===== src/rtl/pcm_tx_pkg.sv =====
package pcm_tx_pkg;

    localparam int unsigned DEF_WORD_W      = 8;
    localparam int unsigned DEF_SYNC_STAGES = 2;
    localparam int unsigned DEF_MIN_GAP     = 2;

    // Which source feeds the shift register at a frame start
    typedef enum logic [0:0] {
        SRC_IDLE = 1'b0,
        SRC_WORD = 1'b1
    } load_src_e;

endpackage


===== src/rtl/pcm_tx_sync.sv =====
module pcm_tx_sync #(
    parameter int unsigned STAGES = 2,
    parameter int unsigned W      = 2
) (
    input  logic         clk,
    input  logic         rst_n,
    input  logic [W-1:0] async_in,
    output logic [W-1:0] level_out,
    output logic [W-1:0] rise_out
);

    localparam int unsigned DEPTH = STAGES + 1;

    // pipe_q[STAGES-1] is the synchronized level, pipe_q[STAGES] its previous value
    logic [DEPTH-1:0][W-1:0] pipe_d, pipe_q;

    always_comb begin
        pipe_d = {pipe_q[DEPTH-2:0], async_in};
    end

    always_ff @(posedge clk or negedge rst_n) begin
        if (!rst_n) pipe_q <= '0;
        else        pipe_q <= pipe_d;
    end

    genvar g;
    generate
        for (g = 0; g < W; g++) begin : g_edge
            assign level_out[g] = pipe_q[STAGES-1][g];
            assign rise_out[g]  = pipe_q[STAGES-1][g] & ~pipe_q[STAGES][g];
        end
    endgenerate

endmodule


===== src/rtl/pcm_tx_gap.sv =====
module pcm_tx_gap #(
    parameter int unsigned MIN_GAP = 2
) (
    input  logic clk,
    input  logic rst_n,
    input  logic sync_lvl,
    input  logic sync_rise,
    output logic gap_err
);

    localparam int unsigned CNT_W = $clog2(MIN_GAP + 1);
    localparam logic [CNT_W-1:0] CNT_SAT = CNT_W'(MIN_GAP);

    typedef struct packed {
        logic [CNT_W-1:0] low_cnt;
        logic             err;
    } gap_state_t;

    gap_state_t st_d, st_q;

    always_comb begin
        st_d     = st_q;
        st_d.err = 1'b0;
        if (sync_rise) begin
            st_d.err     = (st_q.low_cnt < CNT_SAT);
            st_d.low_cnt = '0;
        end else if (!sync_lvl) begin
            if (st_q.low_cnt != CNT_SAT) st_d.low_cnt = st_q.low_cnt + 1'b1;
        end else begin
            st_d.low_cnt = '0;
        end
    end

    always_ff @(posedge clk or negedge rst_n) begin
        if (!rst_n) begin
            st_q.low_cnt <= CNT_SAT;   // the first frame after reset is never short
            st_q.err     <= 1'b0;
        end else begin
            st_q <= st_d;
        end
    end

    assign gap_err = st_q.err;

endmodule


===== src/rtl/pcm_tx_shifter.sv =====
module pcm_tx_shifter
    import pcm_tx_pkg::*;
#(
    parameter int unsigned       WORD_W    = DEF_WORD_W,
    parameter logic [WORD_W-1:0] IDLE_WORD = WORD_W'(8'hD5)
) (
    input  logic              clk,
    input  logic              rst_n,
    input  logic              sync_lvl,
    input  logic              sync_rise,
    input  logic              bclk_rise,
    input  logic [WORD_W-1:0] word_in,
    input  logic              word_rdy,
    output logic              sdo,
    output logic              oe,
    output logic              conv
);

    localparam int unsigned CNT_W = (WORD_W > 2) ? $clog2(WORD_W) : 1;
    localparam logic [CNT_W-1:0] LAST_BIT = CNT_W'(WORD_W - 1);

    typedef struct packed {
        logic [WORD_W-1:0] shreg;
        logic [CNT_W-1:0]  bit_cnt;
        logic              oe;
        logic              conv;
    } sh_state_t;

    sh_state_t st_d, st_q;
    load_src_e src;

    always_comb begin
        src = word_rdy ? SRC_WORD : SRC_IDLE;
    end

    always_comb begin
        st_d      = st_q;
        st_d.conv = 1'b0;
        if (sync_rise) begin
            // the sync edge is the first shift edge; a coincident bit-clock rise is dropped
            st_d.shreg   = (src == SRC_WORD) ? word_in : IDLE_WORD;
            st_d.bit_cnt = '0;
            st_d.oe      = 1'b1;
            st_d.conv    = 1'b1;
        end else if (!sync_lvl) begin
            st_d.oe      = 1'b0;
            st_d.bit_cnt = '0;
        end else if (bclk_rise && (st_q.bit_cnt != LAST_BIT)) begin
            st_d.shreg   = {st_q.shreg[WORD_W-2:0], 1'b0};
            st_d.bit_cnt = st_q.bit_cnt + 1'b1;
        end
    end

    always_ff @(posedge clk or negedge rst_n) begin
        if (!rst_n) st_q <= '0;
        else        st_q <= st_d;
    end

    assign sdo  = st_q.oe & st_q.shreg[WORD_W-1];
    assign oe   = st_q.oe;
    assign conv = st_q.conv;

endmodule


===== src/rtl/pcm_tx_port.sv =====
module pcm_tx_port
    import pcm_tx_pkg::*;
#(
    parameter int unsigned       WORD_W      = DEF_WORD_W,
    parameter int unsigned       SYNC_STAGES = DEF_SYNC_STAGES,
    parameter int unsigned       MIN_GAP     = DEF_MIN_GAP,
    parameter logic [WORD_W-1:0] IDLE_WORD   = WORD_W'(8'hD5)
) (
    input  logic              clk,
    input  logic              rst_n,
    input  logic              sync_in,
    input  logic              bclk_in,
    input  logic [WORD_W-1:0] word_in,
    input  logic              word_rdy,
    output logic              sdo_out,
    output logic              sdo_oe,
    output logic              conv_start,
    output logic              frame_err
);

    localparam int unsigned IDX_SYNC = 0;
    localparam int unsigned IDX_BCLK = 1;

    logic [1:0] lvl, rise;
    logic       sync_lvl, sync_rise, bclk_rise;

    pcm_tx_sync #(.STAGES(SYNC_STAGES), .W(2)) u_sync (
        .clk      (clk),
        .rst_n    (rst_n),
        .async_in ({bclk_in, sync_in}),
        .level_out(lvl),
        .rise_out (rise)
    );

    assign sync_lvl  = lvl[IDX_SYNC];
    assign sync_rise = rise[IDX_SYNC];
    assign bclk_rise = rise[IDX_BCLK] & lvl[IDX_SYNC];

    pcm_tx_shifter #(.WORD_W(WORD_W), .IDLE_WORD(IDLE_WORD)) u_shift (
        .clk      (clk),
        .rst_n    (rst_n),
        .sync_lvl (sync_lvl),
        .sync_rise(sync_rise),
        .bclk_rise(bclk_rise),
        .word_in  (word_in),
        .word_rdy (word_rdy),
        .sdo      (sdo_out),
        .oe       (sdo_oe),
        .conv     (conv_start)
    );

    pcm_tx_gap #(.MIN_GAP(MIN_GAP)) u_gap (
        .clk      (clk),
        .rst_n    (rst_n),
        .sync_lvl (sync_lvl),
        .sync_rise(sync_rise),
        .gap_err  (frame_err)
    );

endmodule


===== config.mk =====
export PLATFORM = sky130hd
export DESIGN_NAME = pcm_tx_port
export DESIGN_NICKNAME = d
export VERILOG_FILES = /design/src/rtl/pcm_tx_pkg.sv /design/src/rtl/pcm_tx_sync.sv /design/src/rtl/pcm_tx_gap.sv /design/src/rtl/pcm_tx_shifter.sv /design/src/rtl/pcm_tx_port.sv
export SDC_FILE = /design/constraint.sdc
export NUM_CORES = 1
export LEC_CHECK = 0
export BUFFER_PORTS_ARGS = -buffer_cell sky130_fd_sc_hd__buf_2
export CAP_MARGIN = 10
export CORE_MARGIN = 3
export CORE_UTILIZATION = 40
export DETAILED_ROUTE_END_ITERATION = 8
export HOLD_SLACK_MARGIN = 0.02
export PLACE_DENSITY = 0.57
export SYNTH_ARGS = -nofsm -noshare
export SYNTH_HDL_FRONTEND = slang
export SYNTH_SLANG_ARGS = --single-unit

===== constraint.sdc =====
create_clock -name clk -period 2.15 [get_ports clk]
set_clock_uncertainty 0.15 [all_clocks]
set_input_delay 0.5375 -clock clk [delete_from_list [all_inputs] [get_ports clk]]
set_output_delay 0.5375 -clock clk [all_outputs]
set_load 0.01 [all_outputs]

==> metrics.txt <==
Worst EP arrival=1.82 ns; FF-to-FF path depth=5; Die X=~55 um; highest ir drop seen on vdd=392 uV; mux cell area share after synthesis=0.161; routed wire length=1560 um; first-pass GRT wire length=2880 um; most frequent cell after synthesis=dfrtp_1; Yosys cell types=24; status=finished clean; RSZ-0062 raised after global routing=false; part of the cycle the worst path needs=0.824; Final #Nets=111; area grow syn2layout=14.6%; Crit Reg-Reg Startpoint=u_shift.st_q[2]; CORE AREA=2250 um^2; layout cell share with drive strength beyond 1=0.351; CTS Buffer Depth=2; async set-reset flop share out of synthesis=1.00; post-synthesis cell count=73; DIE HEIGHT=between 50 and 60 um; Post-Synth Simple-Gate Area=0.121; Root Driver=clkbuf_4; largest net degree at the start of global routing=23; vias post-DR=588; synth top area cells=dfrtp_1 54%, mux2i_1 7.2%, mux2_2 5.8%, ha_1 3.9%, mux2_4 3.1%; Syn Nets=89; first drt pass iteration count=2; Yosys warning count=0; ANT nets after route=0; worst-path fanout max=8; Slew @ Worst Pin=0.492 ns; H-tree Lvls=1; critical path type=flop to flop; reg2reg setup slack=around 0.38 ns; HPWL Detailed=between 1000 and 1500 um; gpl congestion=0.674; Setup TNS=0 ns; fin crit period=1.77 ns; DRC Markers=0; Worst EP required=2.20 ns; Placement Setup Slack=~0.39 ns; Worst R2R End=u_shift.st_q[6]; Clock Latency Late Sink=~0.30 ns; DR WL/cell=12.8 um; Ant. Diodes=0; sequential-to-total area share from yosys stat=0.569; Clock transition at path regs=0.12 ns; max-cap violation count=0; Post-synth EDFFs=0; CP startpoint kind=flop; Main synth FF type=dfrtp_1; clock sink count=22; Min Hold Slack=about 0.024 ns; post-cts sizing count=0; Leak Pwr=0.000555 uW; Final Worst Setup Slack=0.379 ns; Initial Util=0.430; Slew HR=0.672; Synth Area in XOR/XNOR=0.0181; Final Max Slew Viols=0; post-synth top area share=0.542; CTS Buf Count=3; initial antenna violation count=0; die area=3050 um^2; Setup Fix Bufs, Post-CTS=0; hold crit path type=input port to async pin; Pwr per Cell Area=832 nW/um^2; I/O pins=17; leading area contributor after synthesis=dfrtp_1; top cells by count, synth=21 x dfrtp_1, 7 x mux2i_1, 6 x nor2_1; DRT iter0 DRCs=5; post-synthesis adder-cell area fraction=0.0387; CTS tree=yes; FMAX=565 MHz; CTS Hold Bufs=0; Final Hold Fails=0; final setup violation count=0; register bit count reported by yosys=22; IO buf count=16; GRT Resource Usage Total=0.118; row cnt=17; Syn Area/Cell=13.3 um^2; CP Capture Type=flop; Vias/cell=4.82; cell area after synthesis=970 um^2; post-synthesis compound-gate area fraction=0.0490; vias in the first global route=around 650; largest family of logic cells by synthesized area=multiplexers; Overflow after GRT=0
## how the worst max path moves through the flow
stage	from	to
floorplan	u_shift.st_q[2]	u_shift.st_q[10]
finish	u_shift.st_q[2]	u_shift.st_q[6]
detailed placement	u_shift.st_q[2]	u_shift.st_q[6]
CTS	u_shift.st_q[2]	u_shift.st_q[6]
global route	u_shift.st_q[2]	u_shift.st_q[6]
global placement	u_shift.st_q[2]	u_shift.st_q[12]
## registers in the layout, indices dropped and copies added (netlist names)
name / flops
u_gap.st_q: 2
u_gap.gap_err: 1
u_shift.conv: 1
u_sync.pipe_q: 2
u_shift.oe: 1
u_sync.level_out: 2
u_shift.st_q: 11
u_sync.pipe_d: 2
## placed cells by master, fill, tap and decap left out
| cell type | n |
|---|---|
| nand2b_1 | 3 |
| nor2b_1 | 1 |
| dfstp_2 | 1 |
| inv_1 | 5 |
| mux2_2 | 5 |
| nand2_1 | 4 |
| nor2_1 | 6 |
| xor2_1 | 1 |
| and2_1 | 1 |
| mux2i_1 | 7 |
| o21ai_0 | 2 |
| mux2_4 | 2 |
| buf_2 | 16 |
| clkbuf_4 | 3 |
| dfrtp_1 | 21 |
| xnor2_1 | 1 |
| nor2b_4 | 1 |
| buf_4 | 3 |
| ha_1 | 3 |
| nor3b_2 | 1 |
| a21oi_1 | 1 |
| o21a_1 | 1 |
| or4bb_1 | 1 |
| o21ai_4 | 1 |
| a22o_1 | 1 |
| clkbuf_1 | 1 |
| nand4bb_1 | 1 |
## critical path, stage by stage, from the launching register on
cell and delay (ns):
dfrtp_1 0.41, ha_1 0.20, ha_1 0.19, nor3b_2 0.27, o21ai_4 0.15, mux2_2 0.29
## per-layer routing
metal | track usage | routed length, um
met1 | 0.159 | 709
met2 | 0.179 | 762
met3 | 0.0514 | 74
met4 | 0.0208 | 16
met5 | 0 | 0
## where the power goes
| part | total [uW] | internal, uW | leakage (uW) | switching, uW |
|---|---|---|---|---|
| sequential | 528 | 493 | 0.000267 | 35.2 |
| clock | 194 | 72.4 | 0.0000150 | 121 |
| combinational | 203 | 113 | 0.000273 | 89.4 |
| total | 924 | 678 | 0.000555 | 246 |
## kinds of logic (layout without fill, tap and decap cells)
logic type	Yosys count	count (layout)
xor gates and xnor gates	2	2
AOI/OAI and AO/OA	6	6
adders and majority gates	3	3
muxes	14	14
DFF	22	22
and+or+nand+nor	19	19
buffers and inverters	7	28
## per-stage QoR
step,cells,instance area (um^2),utilization,power [uW]
6_report,122,1110,0.493,924
5_1_grt,122,1110,0.493,1000
4_1_cts,122,1110,0.493,944
3_5_place_dp,118,1080,0.481,746
3_3_place_gp,118,1080,0.481,733
2_1_floorplan,73,970,-,684
## final cells by class
class | instances | area [um^2]
well taps | 28 | 35.0
fillers | 222 | 1140
repair buffers | 19 | 103
flip-flops and latches | 22 | 552
inverters | 5 | 18.8
clock buffers | 4 | 26.3
multi-input cells | 44 | 377
No activity file was read; power rests on OpenSTA's default activity.
